## config.mk

```make
export PLATFORM = sky130hd
export DESIGN_NAME = pal_sync_gen
export DESIGN_NICKNAME = d
export VERILOG_FILES = /design/src/rtl/pal_sync_pkg.sv /design/src/rtl/pal_raster_counter.sv /design/src/rtl/pal_line_fsm.sv /design/src/rtl/pal_pulse_shaper.sv /design/src/rtl/pal_sync_gen.sv
export SDC_FILE = /design/constraint.sdc
export NUM_CORES = 1
export LEC_CHECK = 0
export BUFFER_PORTS_ARGS = -buffer_cell sky130_fd_sc_hd__buf_4
export CORE_ASPECT_RATIO = 1.75
export CORE_MARGIN = 10
export CORE_UTILIZATION = 62
export DETAILED_ROUTE_END_ITERATION = 6
export GPL_ROUTABILITY_DRIVEN = 1
export PLACE_DENSITY = 0.9
export SYNTH_ARGS = -nofsm -noshare
export SYNTH_HDL_FRONTEND = slang
export SYNTH_SLANG_ARGS = --single-unit
```

## constraint.sdc

```tcl
create_clock -name clk -period 6.05 [get_ports clk]
set_clock_uncertainty 0.2 [all_clocks]
set_input_delay 0.605 -clock clk [delete_from_list [all_inputs] [get_ports clk]]
set_output_delay 0.605 -clock clk [all_outputs]
set_load 0.05 [all_outputs]
```

## src/rtl/pal_sync_pkg.sv

```systemverilog
package pal_sync_pkg;

    localparam int LINE_W = 10;

    // frame structure (fixed by the 625-line raster)
    localparam logic [LINE_W-1:0] LN_LAST         = 10'd624;
    localparam logic [LINE_W-1:0] LN_START        = 10'd5;
    localparam logic [LINE_W-1:0] LN_BLANK_A_END  = 10'd21;
    localparam logic [LINE_W-1:0] LN_PIC_A_END    = 10'd309;
    localparam logic [LINE_W-1:0] LN_EQ_PRE_A_END = 10'd311;
    localparam logic [LINE_W-1:0] LN_FIELD_FLIP   = 10'd312;
    localparam logic [LINE_W-1:0] LN_BROAD_A_END  = 10'd314;
    localparam logic [LINE_W-1:0] LN_EQ_POST_A    = 10'd316;
    localparam logic [LINE_W-1:0] LN_BLANK_B_END  = 10'd334;
    localparam logic [LINE_W-1:0] LN_PIC_B_END    = 10'd621;
    localparam logic [LINE_W-1:0] LN_BROAD_B_END  = 10'd1;
    localparam logic [LINE_W-1:0] LN_EQ_POST_B    = 10'd4;

    typedef enum logic [3:0] {
        LK_BLANK,
        LK_PICTURE,
        LK_PIC_LATE,
        LK_PIC_EARLY,
        LK_EQ_EQ,
        LK_EQ_BROAD,
        LK_BROAD_BROAD,
        LK_BROAD_EQ,
        LK_EQ_NONE
    } line_kind_t;

endpackage

```

## src/rtl/pal_raster_counter.sv

```systemverilog
module pal_raster_counter
    import pal_sync_pkg::*;
#(
    parameter int CLKS_PER_LINE = 1135,
    parameter int HPOS_W        = $clog2(CLKS_PER_LINE)
) (
    input  logic              clk,
    input  logic              rst,
    output logic [HPOS_W-1:0] hcnt,
    output logic [LINE_W-1:0] vcnt,
    output logic              line_end
);

    localparam logic [HPOS_W-1:0] H_LAST = HPOS_W'(CLKS_PER_LINE - 1);

    assign line_end = (hcnt == H_LAST);

    always_ff @(posedge clk) begin
        if (rst) begin
            hcnt <= '0;
            vcnt <= LN_START;
        end else if (line_end) begin
            hcnt <= '0;
            vcnt <= (vcnt == LN_LAST) ? '0 : vcnt + 1'b1;
        end else begin
            hcnt <= hcnt + 1'b1;
        end
    end

    // position never leaves the line
    p_hpos_bound_r1: assert property (@(posedge clk) disable iff (rst)
        hcnt <= H_LAST);

    // wrap of clock position
    p_hpos_wrap_r1: assert property (@(posedge clk) disable iff (rst)
        line_end |=> hcnt == '0);

    // frame wrap
    p_line_wrap_r1: assert property (@(posedge clk) disable iff (rst)
        (line_end && vcnt == LN_LAST) |=> vcnt == '0);

    // line number only moves at the end of a line
    p_line_hold_r1: assert property (@(posedge clk) disable iff (rst)
        !line_end |=> $stable(vcnt));

endmodule

```

## src/rtl/pal_line_fsm.sv

```systemverilog
module pal_line_fsm
    import pal_sync_pkg::*;
(
    input  logic              clk,
    input  logic              rst,
    input  logic              line_end,
    input  logic [LINE_W-1:0] vcnt,
    output line_kind_t        kind,
    output logic              field_flag
);

    line_kind_t kind_d;

    // state register
    always_ff @(posedge clk) begin
        if (rst) begin
            kind <= LK_BLANK;
        end else if (line_end) begin
            kind <= kind_d;
        end
    end

    // transitions, chosen by the number of the line that is ending
    always_comb begin
        kind_d = kind;
        unique case (kind)
            LK_BLANK: begin
                if (vcnt == LN_BLANK_A_END) begin
                    kind_d = LK_PIC_LATE;
                end else if (vcnt == LN_BLANK_B_END) begin
                    kind_d = LK_PICTURE;
                end
            end
            LK_PIC_LATE: kind_d = LK_PICTURE;
            LK_PICTURE: begin
                if (vcnt == LN_PIC_A_END) begin
                    kind_d = LK_EQ_EQ;
                end else if (vcnt == LN_PIC_B_END) begin
                    kind_d = LK_PIC_EARLY;
                end
            end
            LK_PIC_EARLY: kind_d = LK_EQ_EQ;
            LK_EQ_EQ: begin
                if (vcnt == LN_EQ_PRE_A_END) begin
                    kind_d = LK_EQ_BROAD;
                end else if (vcnt == LN_EQ_POST_A) begin
                    kind_d = LK_EQ_NONE;
                end else if (vcnt == LN_LAST) begin
                    kind_d = LK_BROAD_BROAD;
                end else if (vcnt == LN_EQ_POST_B) begin
                    kind_d = LK_BLANK;
                end
            end
            LK_EQ_BROAD: kind_d = LK_BROAD_BROAD;
            LK_BROAD_BROAD: begin
                if (vcnt == LN_BROAD_A_END) begin
                    kind_d = LK_EQ_EQ;
                end else if (vcnt == LN_BROAD_B_END) begin
                    kind_d = LK_BROAD_EQ;
                end
            end
            LK_BROAD_EQ: kind_d = LK_EQ_EQ;
            LK_EQ_NONE:  kind_d = LK_BLANK;
            default:     kind_d = LK_BLANK;
        endcase
    end

    // field parity follows the line number at the line boundary
    always_ff @(posedge clk) begin
        if (rst) begin
            field_flag <= 1'b1;
        end else if (line_end) begin
            if (vcnt == LN_LAST) begin
                field_flag <= 1'b1;
            end else if (vcnt == LN_FIELD_FLIP) begin
                field_flag <= 1'b0;
            end
        end
    end

    // parity rises only at the frame wrap
    p_field_set_r10: assert property (@(posedge clk) disable iff (rst)
        $rose(field_flag) |-> vcnt == '0);

    // parity falls only entering the second field
    p_field_clear_r10: assert property (@(posedge clk) disable iff (rst)
        $fell(field_flag) |-> vcnt == LN_FIELD_FLIP + 1'b1);

    // broad-pulse lines appear only at the two vertical intervals
    p_broad_lines_r8: assert property (@(posedge clk) disable iff (rst)
        (kind == LK_BROAD_BROAD) |-> (vcnt <= LN_BROAD_B_END ||
                                      (vcnt > LN_FIELD_FLIP && vcnt <= LN_BROAD_A_END)));

endmodule

```

## src/rtl/pal_pulse_shaper.sv

```systemverilog
module pal_pulse_shaper
    import pal_sync_pkg::*;
#(
    parameter int HPOS_W     = 11,
    parameter int MID_POS    = 568,
    parameter int HSYNC_LEN  = 86,
    parameter int EQ_LEN     = 38,
    parameter int BROAD_LEN  = 533,
    parameter int PIC_START  = 188,
    parameter int PIC_END    = 1110,
    parameter int LATE_START = 581,
    parameter int EARLY_END  = 560
) (
    input  logic              clk,
    input  logic              rst,
    input  line_kind_t        kind,
    input  logic [HPOS_W-1:0] hcnt,
    input  logic [LINE_W-1:0] vcnt,
    input  logic              field_flag,
    output logic              csync_n,
    output logic              vint_n,
    output logic              porch_n,
    output logic              pic_active,
    output logic              odd_field,
    output logic [LINE_W-1:0] line_q,
    output logic [HPOS_W-1:0] hpos_q
);

    localparam logic [HPOS_W-1:0] P_MID    = HPOS_W'(MID_POS);
    localparam logic [HPOS_W-1:0] P_HS     = HPOS_W'(HSYNC_LEN);
    localparam logic [HPOS_W-1:0] P_EQ     = HPOS_W'(EQ_LEN);
    localparam logic [HPOS_W-1:0] P_BR     = HPOS_W'(BROAD_LEN);
    localparam logic [HPOS_W-1:0] P_MID_EQ = HPOS_W'(MID_POS + EQ_LEN);
    localparam logic [HPOS_W-1:0] P_MID_BR = HPOS_W'(MID_POS + BROAD_LEN);
    localparam logic [HPOS_W-1:0] P_PS     = HPOS_W'(PIC_START);
    localparam logic [HPOS_W-1:0] P_PE     = HPOS_W'(PIC_END);
    localparam logic [HPOS_W-1:0] P_LATE   = HPOS_W'(LATE_START);
    localparam logic [HPOS_W-1:0] P_EARLY  = HPOS_W'(EARLY_END);

    logic lead_hs, lead_eq, lead_br, mid_eq, mid_br, second_half;
    logic porch_win, pic_full, pic_late, pic_early;
    logic sync_lo, porch_lo, act_hi, vint_lo;

    assign lead_hs     = hcnt < P_HS;
    assign lead_eq     = hcnt < P_EQ;
    assign lead_br     = hcnt < P_BR;
    assign second_half = hcnt >= P_MID;
    assign mid_eq      = second_half && (hcnt < P_MID_EQ);
    assign mid_br      = second_half && (hcnt < P_MID_BR);
    assign porch_win   = (hcnt >= P_HS) && (hcnt < P_PS);
    assign pic_full    = (hcnt >= P_PS) && (hcnt < P_PE);
    assign pic_late    = (hcnt >= P_LATE) && (hcnt < P_PE);
    assign pic_early   = (hcnt >= P_PS) && (hcnt < P_EARLY);

    // output decode per line kind
    always_comb begin
        sync_lo  = 1'b0;
        porch_lo = 1'b0;
        act_hi   = 1'b0;
        vint_lo  = 1'b0;
        unique case (kind)
            LK_BLANK: begin
                sync_lo  = lead_hs;
                porch_lo = porch_win;
            end
            LK_PICTURE: begin
                sync_lo  = lead_hs;
                porch_lo = porch_win;
                act_hi   = pic_full;
            end
            LK_PIC_LATE: begin
                sync_lo  = lead_hs;
                porch_lo = porch_win;
                act_hi   = pic_late;
            end
            LK_PIC_EARLY: begin
                sync_lo  = lead_hs || mid_eq;
                porch_lo = porch_win;
                act_hi   = pic_early;
            end
            LK_EQ_EQ:       sync_lo = lead_eq || mid_eq;
            LK_EQ_BROAD: begin
                sync_lo = lead_eq || mid_br;
                vint_lo = second_half;
            end
            LK_BROAD_BROAD: begin
                sync_lo = lead_br || mid_br;
                vint_lo = 1'b1;
            end
            LK_BROAD_EQ: begin
                sync_lo = lead_br || mid_eq;
                vint_lo = lead_br;
            end
            LK_EQ_NONE:     sync_lo = lead_eq;
            default: begin
                sync_lo = 1'b0;
            end
        endcase
    end

    // output register stage, position copies kept aligned
    always_ff @(posedge clk) begin
        if (rst) begin
            csync_n    <= 1'b1;
            vint_n     <= 1'b1;
            porch_n    <= 1'b1;
            pic_active <= 1'b0;
            odd_field  <= 1'b1;
            line_q     <= LN_START;
            hpos_q     <= '0;
        end else begin
            csync_n    <= ~sync_lo;
            vint_n     <= ~vint_lo;
            porch_n    <= ~porch_lo;
            pic_active <= act_hi;
            odd_field  <= field_flag;
            line_q     <= vcnt;
            hpos_q     <= hcnt;
        end
    end

    // picture forced black throughout the vertical interval
    p_black_vint_r11: assert property (@(posedge clk) disable iff (rst)
        !vint_n |-> !pic_active);

    // back porch never overlaps a sync pulse
    p_porch_after_sync_r4: assert property (@(posedge clk) disable iff (rst)
        !porch_n |-> csync_n);

    // picture never overlaps sync or porch
    p_pic_clear_r5: assert property (@(posedge clk) disable iff (rst)
        pic_active |-> (csync_n && porch_n));

    // vertical flag only on broad-pulse bearing lines
    p_vint_kind_r9: assert property (@(posedge clk) disable iff (rst)
        (kind == LK_EQ_EQ || kind == LK_BLANK || kind == LK_PICTURE) |=> vint_n);

endmodule

```

## src/rtl/pal_sync_gen.sv

```systemverilog
module pal_sync_gen
    import pal_sync_pkg::*;
#(
    parameter int CLKS_PER_LINE = 1135,
    parameter int MID_POS       = 568,
    parameter int HSYNC_LEN     = 86,
    parameter int EQ_LEN        = 38,
    parameter int BROAD_LEN     = 533,
    parameter int PIC_START     = 188,
    parameter int PIC_END       = 1110,
    parameter int LATE_START    = 581,
    parameter int EARLY_END     = 560,
    parameter int HPOS_W        = $clog2(CLKS_PER_LINE)
) (
    input  logic              clk,
    input  logic              rst,
    output logic              csync_n,
    output logic              vint_n,
    output logic              porch_n,
    output logic              pic_active,
    output logic              odd_field,
    output logic [9:0]        line_no,
    output logic [HPOS_W-1:0] hpos
);

    logic [HPOS_W-1:0] hcnt;
    logic [LINE_W-1:0] vcnt;
    logic              line_end;
    line_kind_t        kind;
    logic              field_flag;

    pal_raster_counter #(
        .CLKS_PER_LINE (CLKS_PER_LINE),
        .HPOS_W        (HPOS_W)
    ) u_counter (
        .clk      (clk),
        .rst      (rst),
        .hcnt     (hcnt),
        .vcnt     (vcnt),
        .line_end (line_end)
    );

    pal_line_fsm u_fsm (
        .clk        (clk),
        .rst        (rst),
        .line_end   (line_end),
        .vcnt       (vcnt),
        .kind       (kind),
        .field_flag (field_flag)
    );

    pal_pulse_shaper #(
        .HPOS_W     (HPOS_W),
        .MID_POS    (MID_POS),
        .HSYNC_LEN  (HSYNC_LEN),
        .EQ_LEN     (EQ_LEN),
        .BROAD_LEN  (BROAD_LEN),
        .PIC_START  (PIC_START),
        .PIC_END    (PIC_END),
        .LATE_START (LATE_START),
        .EARLY_END  (EARLY_END)
    ) u_shaper (
        .clk        (clk),
        .rst        (rst),
        .kind       (kind),
        .hcnt       (hcnt),
        .vcnt       (vcnt),
        .field_flag (field_flag),
        .csync_n    (csync_n),
        .vint_n     (vint_n),
        .porch_n    (porch_n),
        .pic_active (pic_active),
        .odd_field  (odd_field),
        .line_q     (line_no),
        .hpos_q     (hpos)
    );

endmodule

```

==> results.md, run 1 <==
- Starting Density: 63.6%
- Initial antenna violation count: 0
- Crit-path max cell delay: 0.67 ns
- Peak supply drop: 0.206 mV
- Routed wl met2: 3430 um
- Vias in the first global route: 2,147
- Hold_ws: 0.270 ns
- Worst setup margin: 3.28 ns
- Seq pwr share: 61.4%
- Routability congestion estimate from global placement: 0.929
- Startpoint Class: flip-flop
- PostCTS Resize Cnt: 0
- Slew of the pin with the lowest slew margin: 0.758 ns
- Synth area leader: dfxtp_1
- Proportion of layout cells with a drive suffix above 1: 13.8%
- Nets@finish: 327
- Final min period: 2.77 ns
- Hold-fix buffers at CTS: 0
- Worst-path clk slew: 0.09 ns
- Synthesized instance count: 312
- Die height: 105 um
- CP Cell Sequence: ha_1 > nand3b_1 > or4_1 > a31oi_1 > o2111a_2 > or4b_1 > o21ai_0
- Initial DRC count: 87
- Synth top area share: 40.2%
- # IOs: 28
- Final TNS setup: 0 ns
- Global-route wire length before repair: 9980 um
- Syn avg cell area: 8.30 sq um
- Clock power share: 35.1%
- Crit-path max FO: 10
- Switching power: 135 uW
- Critical-path top delay cell: or4_1
- DR vias/cell: 5.98
- Pre-antenna DRT Iters: 4
- Yosys warns: 0
- WP data arrival: 2.81 ns
- Sw frac: 23.8%
- Worst Path Required: 6.09 ns
- CP Class: reg2reg
- Max Root-Sink Buffers: 2
- Synthesized area: 0.00259 sq mm
- Full die area: 0.00726 sq mm
- PD cells: 201 mW/mm^2
- CTS root buffer: clkbuf_8
- Core area: 0.00407 sq mm
- Final Instance Area: 0.00283 sq mm
- Unrepaired setup endpoints after global routing: no
- Met3 WL post-DR: 278 um
- CTS Buf Count: 5
- Int Power: 434 uW
- Area growth syn-to-layout: 9.23%
- Overall routed net length: 6110 um
- Synth top area cells: dfxtp_1 (40%), nor2_1 (5.5%), nor2b_1 (3.9%)
- Post-synth EDFFs: 0
- Via count: 2,200
- CTS HTree Levels: 2
- Final setup fails: 0
- Part of the cycle the worst path needs: 45.8%
- Port Buf Inserts: 27
- Status: complete, no violations
- Worst Setup End Kind: flip-flop
- Grt ovf: 0
- Clock Sink Count: 52
- FMAX: 0.361 GHz
- Final Hold Fails: 0
- #FFs+latches synth: 52
- Rel. slew slack: 49.0%
- Synth cell types: 52
- Die width: 68.8 um
- Setup bufs post-CTS: 0
- Reg2Reg Depth: 7
- Wire length on met1: 2260 um
- P_leak: 0.00106 uW
- Highest metal used: met4
- DR WL/cell: 16.6 um
- Fill cells: 350
- Setup WS pre-CTS: 3.33 ns
- All-layer global routing usage: 17.4%
- Row count: 31
- Routed Antenna Nets: 0
- Final Slew Violations: 0
- Largest net degree at the start of global routing: 37
- Antenna Cells: 0
- Max-cap viol count: 0
- Register area share after synthesis: 40.2%
- Clk_lat worst skew: 0.31 ns
- Share of synthesized registers carrying an async set or reset: 0%
- CTS tree: built
- Most used DFF post-synth: dfxtp_1
- Comb pwr share: 3.5%
- Residual DRC: 0
- Hold WC Path Type: reg2reg
- Final HPWL from detailed placement: 4500 um
- Net Count, Synth: 321
- Hold path cells: 1
- Placement Cell Area: 0.00274 sq mm
flip-flops by register name, summed over array words and instances, names as in the netlist, 4 cells and up:
register	count
u_counter.hcnt	11
u_fsm.kind	4
u_shaper.hpos_q	11
u_counter.vcnt	10
u_shaper.line_q	10
metrics by stage:
stage | power, uW | utilization, % | instances
2_1_floorplan | 372 | - | 312
3_3_place_gp | 377 | 67.2 | 360
3_5_place_dp | 378 | 67.2 | 360
4_1_cts | 575 | 69.4 | 368
5_1_grt | 594 | 69.4 | 368
6_report | 569 | 69.4 | 368
worst max-delay path, delay by kind of cell, from the launching register on:
kind                       cells  cell delay, ns
and+or+nand+nor                3            1.22
adders and majority gates      1            0.20
DFF                            1            0.50
AOI/OAI and AO/OA              3            0.56
final timing paths:
path                                               startpoint                            end  slack (ns)
worst min-delay path            u_fsm.field_flag$_SDFFE_PP1P_  u_fsm.field_flag$_SDFFE_PP1P_        0.27
worst max register to register   u_counter.hcnt[1]$_SDFF_PP0_     u_fsm.kind[0]$_SDFFE_PP0P_        3.28
worst min register to register  u_fsm.field_flag$_SDFFE_PP1P_  u_fsm.field_flag$_SDFFE_PP1P_        0.27
worst max-delay path             u_counter.hcnt[1]$_SDFF_PP0_     u_fsm.kind[0]$_SDFFE_PP0P_        3.28
power by group through the flow:
stage / clock [uW] / combinational (uW) / sequential [uW]
3_5_place_dp: 0 / 20.3 / 358
2_1_floorplan: 0 / 12.3 / 360
3_3_place_gp: 0 / 20.1 / 357
5_1_grt: 221 / 22.2 / 350
4_1_cts: 205 / 20.4 / 350
6_report: 200 / 20.1 / 350
final cells by class:
class                      instances  area, sq um  share of cell area (%)
clock inverter                     3         22.5                   0.796
sequential                        52         1040                    36.8
tap                               49         61.3                    2.17
inverter                           8         30.0                    1.06
multi-input combinational        224         1400                    49.6
timing repair buffer              27          203                    7.17
clock buffer                       5         68.8                    2.43
cells in the final DEF, fill, tap and decap left out, types with 3 or more instances in the layout:
master    count
nand3b_1      3
ha_1          7
nand4b_1      5
nand2b_1      6
o21ai_0       9
inv_1         8
xor2_1        9
a21oi_1       9
dfxtp_1      52
a211oi_1      3
nor3_1       13
nor4_1        5
xnor2_1       7
clkbuf_8      5
o41ai_1       3
buf_4        27
or4_1         4
or2_2         6
nand4_1      10
nor2b_1      16
o211ai_1      3
a31oi_1       5
nand2_1      22
and4_1        3
and3_1        4
nand3_1       4
nor2_1       38
synth_stat cells (4+ instances only):
| library cell | count |
|---|---|
| dfxtp_1 | 52 |
| nor2_1 | 38 |
| clkbuf_1 | 24 |
| nand2_1 | 22 |
| nor2b_1 | 16 |
| nor3_1 | 13 |
| nand4_1 | 10 |
| a21oi_1 | 9 |
| o21ai_0 | 9 |
| xor2_1 | 9 |
| inv_1 | 8 |
| ha_1 | 7 |
| xnor2_1 | 7 |
| nand2b_1 | 6 |
| or2_2 | 6 |
| a31oi_1 | 5 |
| nand4b_1 | 5 |
| nor4_1 | 5 |
| and3_1 | 4 |
| nand3_1 | 4 |
| or4_1 | 4 |
per-layer routing:
| layer | GRT usage, % | up-vias |
|---|---|---|
| met5 | 0 | - |
| met4 | 8.07 | 0 |
| met3 | 3.71 | 12 |
| met2 | 31.7 | 45 |
| met1 | 17.2 | 1044 |
| li1 | - | 1099 |
logic make-up after synthesis:
kind of cell	Yosys count	synth area share, %
xor gates and xnor gates	16	5.41
buffers and inverters	36	5.65
and+or+nand+nor	152	32.2
AOI/OAI and AO/OA	49	13.1
DFF	52	40.2
adders and majority gates	7	3.38
Note: power is estimated with default switching activity, not from simulation.
==> run 2, diff against run 1 <==
--- a/config.mk
+++ b/config.mk
@@ -8,10 +8,10 @@
 export BUFFER_PORTS_ARGS = -buffer_cell sky130_fd_sc_hd__buf_4
 export CORE_ASPECT_RATIO = 1.75
 export CORE_MARGIN = 10
-export CORE_UTILIZATION = 62
+export CORE_UTILIZATION = 58
 export DETAILED_ROUTE_END_ITERATION = 6
 export GPL_ROUTABILITY_DRIVEN = 1
-export PLACE_DENSITY = 0.9
+export PLACE_DENSITY = 0.85
 export SYNTH_ARGS = -nofsm -noshare
 export SYNTH_HDL_FRONTEND = slang
 export SYNTH_SLANG_ARGS = --single-unit
==> constraint.sdc (replaced) <==
create_clock -name clk -period 2.7 [get_ports clk]
set_clock_uncertainty 0.2 [all_clocks]
set_input_delay 0.27 -clock clk [delete_from_list [all_inputs] [get_ports clk]]
set_output_delay 0.27 -clock clk [all_outputs]
set_load 0.05 [all_outputs]
==> run 2 against run 1 <==
Against the previous run: maximum frequency grew 8.8%; register-to-register slack lost 3.1 ns; first-iteration DRC count grew 110%; utilization shrank 1.1 points; die area grew 5.2%; design area grew 5.5%; non-clock buffer count grew 19; hold slack lost 0.15 ns; largest cell class unchanged.
==> results.md, run 2 (same netlist as run 1, synthesis figures left out) <==
- Area growth syn-to-layout: 15.3% (was 9.23%)
- Worst Setup End Kind: flip-flop (unchanged)
- Port Buf Inserts: 27 (unchanged)
- Fin cells: 389 (was 368)
- PD cells: 432 mW/mm^2 (was 201 mW/mm^2)
- Clk_lat worst skew: 0.31 ns (about the same)
- Part of the cycle the worst path needs: 94.3% (was 45.8%)
- Commonest non-fill, non-tap cell in the layout: dfxtp_1 (unchanged)
- FMAX: 0.393 GHz (was 0.361 GHz)
- Placed insts: 381 (was 360)
- Worst Path Required: 2.74 ns (was 6.09 ns)
- Critical-path top delay cell: or4_1 (unchanged)
- P_leak: 0.00116 uW (was 0.00106 uW)
- Routability congestion estimate from global placement: 0.957 (was 0.929)
- CP Launch Point: u_counter.hcnt[8]$_SDFF_PP0_ (was u_counter.hcnt[1]$_SDFF_PP0_)
- CTS tree: built (unchanged)
- Unrepaired setup endpoints after global routing: no (unchanged)
- DR vias/cell: 5.89 (was 5.98)
- Initial DRC count: 181 (was 87)
- Final setup fails: 0 (unchanged)
- CTS root buffer: clkbuf_8 (unchanged)
- Nets@finish: 346 (was 327)
- CP Cell Sequence: or3_4 > or4_1 > a31oi_1 > o2111a_2 > or4b_1 > o21ai_0 (was ha_1 > nand3b_1 > or4_1 > a31oi_1 > o2111a_2 > or4b_1 > o21ai_0)
- Startpoint Class: flip-flop (unchanged)
- DR WL/cell: 16.2 um (was 16.6 um)
- PostCTS Resize Cnt: 0 (unchanged)
- All-layer global routing usage: 16.4% (was 17.4%)
- Antenna Cells: 0 (unchanged)
- Rel. slew slack: 72.2% (was 49.0%)
- Peak supply drop: 0.507 mV (was 0.206 mV)
- Commonest cells after routing, fill and taps aside: dfxtp_1 (52), buf_4 (46), nor2_1 (38) (was dfxtp_1 (52), nor2_1 (38), buf_4 (27))
- Via count: 2,291 (was 2,200)
- Crit-path max cell delay: 0.55 ns (was 0.67 ns)
- WP data arrival: 2.59 ns (was 2.81 ns)
- Setup bufs post-CTS: 0 (unchanged)
- Residual DRC: 0 (unchanged)
- Worst-path clk slew: 0.10 ns (was 0.09 ns)
- Max Root-Sink Buffers: 2 (unchanged)
- Row count: 32 (was 31)
- Proportion of layout cells with a drive suffix above 1: 19.2% (was 13.8%)
- Hold Crit Start: rst (was u_fsm.field_flag$_SDFFE_PP1P_)
- # IOs: 28 (unchanged)
- Power, Total: 1290 uW (was 569 uW)
- Largest regs: u_counter.hcnt (11), u_shaper.hpos_q (11) (unchanged)
- Initial antenna violation count: 0 (unchanged)
- CP Class: reg2reg (unchanged)
- Final Hold Fails: 0 (unchanged)
- Worst R2R Start: u_counter.hcnt[8]$_SDFF_PP0_ (was u_counter.hcnt[1]$_SDFF_PP0_)
- CTS Buf Count: 5 (unchanged)
- Final TNS setup: 0 ns (unchanged)
- Pre-antenna DRT Iters: 4 (unchanged)
- Core area: 0.00436 sq mm (was 0.00407 sq mm)
- Starting Density: 59.3% (was 63.6%)
- Final Slew Violations: 0 (unchanged)
- CTS HTree Levels: 2 (unchanged)
- Routed Antenna Nets: 0 (unchanged)
- Multi-input gate area: 0.00141 sq mm (was 0.00140 sq mm)
- Hold WC Path Type: in2reg (was reg2reg)
- Global-route wire length before repair: 10,500 um (was 9980 um)
- Hold-fix buffers at CTS: 0 (unchanged)
- Die width: 70.5 um (was 68.8 um)
- Storage cell area: 0.00104 sq mm (unchanged)
- Crit-path max FO: 8 (was 10)
- Clock Sink Count: 52 (unchanged)
- Overall routed net length: 6300 um (was 6110 um)
- Final min period: 2.55 ns (was 2.77 ns)
- Max-cap viol count: 0 (unchanged)
- Slew of the pin with the lowest slew margin: 0.416 ns (was 0.758 ns)
- Grt ovf: 0 (unchanged)
- Final HPWL from detailed placement: 4620 um (was 4500 um)
- Full die area: 0.00764 sq mm (was 0.00726 sq mm)
- Die height: 108 um (was 105 um)
- Status: complete, no violations (unchanged)
- Largest net degree at the start of global routing: 37 (unchanged)
- Vias in the first global route: 2,339 (was 2,147)
- Fill cells: 369 (was 350)
==> run 2: changes by cell type in the layout (fill, tap and decap cells not counted), sizes merged <==
cell,change
buf,+19
==> run 2: worst paths after layout <==
| kind | depth (start not counted) | end | slack, ns |
|---|---|---|---|
| setup / recovery | 6 | u_fsm.kind[0]$_SDFFE_PP0P_ | 0.15 |
| setup reg to reg | 6 | u_fsm.kind[0]$_SDFFE_PP0P_ | 0.15 |
| hold / removal | 2 | u_shaper.hpos_q[1]$_SDFF_PP0_ | 0.12 |
| hold reg to reg | 2 | u_shaper.hpos_q[0]$_SDFF_PP0_ | 0.28 |
==> run 2: stage by stage <==
step,hold slack [ns],utilization [%],area [sq um],setup slack (ns)
2_1_floorplan,0.218,-,2590,0.144
3_3_place_gp,0.249,66.0,2880,0.233
3_5_place_dp,0.260,66.0,2880,0.176
4_1_cts,0.128,68.1,2970,0.128
5_1_grt,0.156,68.4,2980,0.0222
6_report,0.124,68.4,2980,0.153
==> run 2: final cells by class <==
class	count	share of cell area, %
multi-input cells	224	47.3
flip-flops and latches	52	34.9
repair buffers	46	11.6
clock buffers	5	2.31
well taps	51	2.14
inverters	8	1.01
clock inverters	3	0.755
==> run 2: metal layers <==
layer | share of wire, % | routed length, um | track usage, % | vias up
li1 | - | - | - | 1134
met1 | 36 | 2270 | 15.0 | 1084
met2 | 57 | 3610 | 32.7 | 58
met3 | 4.2 | 264 | 3.39 | 15
met4 | 2.3 | 145 | 7.65 | 0
met5 | 0 | 0 | 0 | -
==> run 2: critical path: cells and delay by family (launching register included) <==
kind | cells | cell delay (ns)
compound gates | 3 | 0.50
flops | 1 | 0.39
simple gates | 3 | 1.38
==> run 2: power by group <==
part	internal, uW	switching (uW)	leakage (uW)
registers	773	2.65	0.000420
logic	18.1	40.5	0.000686
clock network	186	269	0.0000485
==> run 3, diff against run 2 <==
--- a/config.mk
+++ b/config.mk
@@ -12,6 +12,7 @@
 export DETAILED_ROUTE_END_ITERATION = 6
 export GPL_ROUTABILITY_DRIVEN = 1
 export PLACE_DENSITY = 0.85
+export SETUP_SLACK_MARGIN = 0.4
 export SYNTH_ARGS = -nofsm -noshare
 export SYNTH_HDL_FRONTEND = slang
 export SYNTH_SLANG_ARGS = --single-unit
==> run 3 against run 2 <==
Against the previous run: design area up 4.7%; utilization up 3.2 points; maximum frequency up 8.4%; largest cell class unchanged.
==> results.md, run 3 (same netlist as run 1, synthesis figures left out) <==
- Worst Setup End Kind: flip-flop (unchanged)
- Worst R2R Start: u_counter.vcnt[1]$_SDFFE_PP0P_ (was u_counter.hcnt[8]$_SDFF_PP0_)
- Startpoint Class: flip-flop (unchanged)
- Status: complete, no violations (unchanged)
- Largest regs: u_counter.hcnt (11), u_shaper.hpos_q (11) (unchanged)
- Clk_lat worst skew: 0.32 ns (was 0.31 ns)
- Overall routed net length: 6720 um (was 6300 um)
- Critical-path top delay cell: or4_4 (was or4_1)
- Area growth syn-to-layout: 20.6% (was 15.3%)
- Rel. slew slack: 67.8% (was 72.2%)
- Max-cap viol count: 0 (unchanged)
- Final HPWL from detailed placement: 4700 um (was 4620 um)
- CTS tree: built (unchanged)
- Reg2Reg Depth: 8 (was 6)
- PD cells: 416 mW/mm^2 (was 432 mW/mm^2)
- Crit-path max FO: 4 (was 8)
- Grt ovf: 0 (unchanged)
- CP Class: reg2reg (unchanged)
- CP Cell Sequence: buf_4 > ha_1 > nand3b_1 > or4_4 > a31oi_1 > o2111a_2 > or4b_1 > o21ai_1 (was or3_4 > or4_1 > a31oi_1 > o2111a_2 > or4b_1 > o21ai_0)
- Full die area: 0.00764 sq mm (unchanged)
- Part of the cycle the worst path needs: 87.0% (was 94.3%)
- Routed Antenna Nets: 0 (unchanged)
- Initial DRC count: 178 (was 181)
- Routability congestion estimate from global placement: 1.01 (was 0.957)
- Worst-path clk slew: 0.10 ns (about the same)
- CTS Buf Count: 5 (unchanged)
- Max Root-Sink Buffers: 2 (unchanged)
- Unrepaired setup endpoints after global routing: yes (was no)
- Antenna Cells: 0 (unchanged)
- Hold Path End: u_shaper.line_q[3]$_SDFF_PP0_ (was u_shaper.hpos_q[1]$_SDFF_PP0_)
- Hold WC Path Type: in2reg (unchanged)
- Residual DRC: 0 (unchanged)
- Initial antenna violation count: 0 (unchanged)
- Final min period: 2.35 ns (was 2.55 ns)
- Reg2Reg Capture Point: u_fsm.kind[0]$_SDFFE_PP0P_ (unchanged)
- R2r setup slk: 0.35 ns (was 0.15 ns)
- P_leak: 0.00121 uW (was 0.00116 uW)
- Post-layout util: 71.6% (was 68.4%)
- Final Slew Violations: 0 (unchanged)
- WP data arrival: 2.40 ns (was 2.59 ns)
- Slew of the pin with the lowest slew margin: 0.479 ns (was 0.416 ns)
- Die width: 70.5 um (unchanged)
- DR WL/cell: 16.9 um (was 16.2 um)
- Hold-fix buffers at CTS: 0 (unchanged)
- Global-route wire length before repair: 11,200 um (was 10,500 um)
- Worst Path Required: 2.76 ns (was 2.74 ns)
- Commonest non-fill, non-tap cell in the layout: buf_4 (was dfxtp_1)
- Starting Density: 59.3% (unchanged)
- Clock Sink Count: 52 (unchanged)
- Pre-antenna DRT Iters: 4 (unchanged)
- Via count: 2,402 (was 2,291)
- # IOs: 28 (unchanged)
- CP Launch Point: u_counter.vcnt[1]$_SDFFE_PP0P_ (was u_counter.hcnt[8]$_SDFF_PP0_)
- Row count: 32 (unchanged)
- Nets@finish: 354 (was 346)
- CTS HTree Levels: 2 (unchanged)
- Die height: 108 um (unchanged)
- Hold path cells: 2 (unchanged)
- Crit-path max cell delay: 0.45 ns (was 0.55 ns)
- CP top delay family: simple AND/OR/NAND/NOR gates (unchanged)
- All-layer global routing usage: 17.8% (was 16.4%)
- Vias in the first global route: 2,421 (was 2,339)
- Commonest cells after routing, fill and taps aside: buf_4 (54), dfxtp_1 (47), nor2_1 (38) (was dfxtp_1 (52), buf_4 (46), nor2_1 (38))
- Hold Crit Start: rst (unchanged)
- Port Buf Inserts: 27 (unchanged)
- DR vias/cell: 6.05 (was 5.89)
- Final setup fails: 0 (unchanged)
- FMAX: 0.426 GHz (was 0.393 GHz)
- Largest net degree at the start of global routing: 37 (unchanged)
- Peak supply drop: 0.443 mV (was 0.507 mV)
- CTS root buffer: clkbuf_8 (unchanged)
- Hold_ws: 0.132 ns (was 0.124 ns)
- Final Hold Fails: 0 (unchanged)
- Core area: 0.00436 sq mm (unchanged)
- Proportion of layout cells with a drive suffix above 1: 26.0% (was 19.2%)
- Final TNS setup: 0 ns (unchanged)
- CP Buf/Inv Count: 1 (was 0)
## run 3: area by class of cell
cell class,instances,area (sq um)
Multi-Input combinational cell,224,1480
Inverter,8,32.5
Sequential cell,52,1050
Timing Repair Buffer,54,405
Clock inverter,3,22.5
Clock buffer,5,68.8
Fill cell,349,1240
Tap cell,51,63.8
## run 3: power breakdown
group | internal, uW | leakage [uW] | switching [uW]
clock network | 186 | 0.0000485 | 274
logic | 21.0 | 0.000741 | 42.5
registers | 772 | 0.000422 | 4.01
total | 979 | 0.00121 | 320
## run 3: per-stage QoR
stage	cells	setup WS [ns]	power, uW	cell area [sq um]
after floorplan	312	0.176	834	2590
after global placement	382	0.221	852	2890
after detailed placement	382	0.173	853	2890
after CTS	397	0.368	1310	3090
after global routing	397	0.275	1350	3120
final	397	0.351	1300	3120
## run 3: per-layer routing
layer / track usage, % / vias to the layer above / wire length (um)
met2: 33.3 / 83 / 3710
met4: 12.6 / 0 / 316
met5: 0 / - / 0
met1: 16.3 / 1125 / 2390
met3: 4.31 / 33 / 296
li1: - / 1161 / -
## run 3: worst max path at each step
stage | endpoint | slack (ns) | cells past startpoint
4_1_cts | u_fsm.kind[0]$_SDFFE_PP0P_ | 0.37 | 8
3_3_place_gp | u_fsm.kind[0]$_SDFFE_PP0P_ | 0.22 | 6
3_5_place_dp | u_counter.vcnt[9]$_SDFFE_PP0P_ | 0.17 | 7
6_report | u_fsm.kind[0]$_SDFFE_PP0P_ | 0.35 | 8
2_1_floorplan | u_fsm.kind[0]$_SDFFE_PP0P_ | 0.18 | 8
5_1_grt | u_fsm.kind[0]$_SDFFE_PP0P_ | 0.27 | 8
## run 3: worst reg2reg max path: stages (launching register included)
cell and delay (ns):
dfxtp_1 0.34, buf_4 0.14, ha_1 0.16, nand3b_1 0.13, or4_4 0.45, a31oi_1 0.15, o2111a_2 0.22, or4b_1 0.42
o21ai_1 0.08
## run 3: timing repair
item	CTS	global route
endpoints found under the setup margin	17	8
cloned	0	0
gates resized for setup	16	8
pin swaps	5	0
setup buffers	7	0
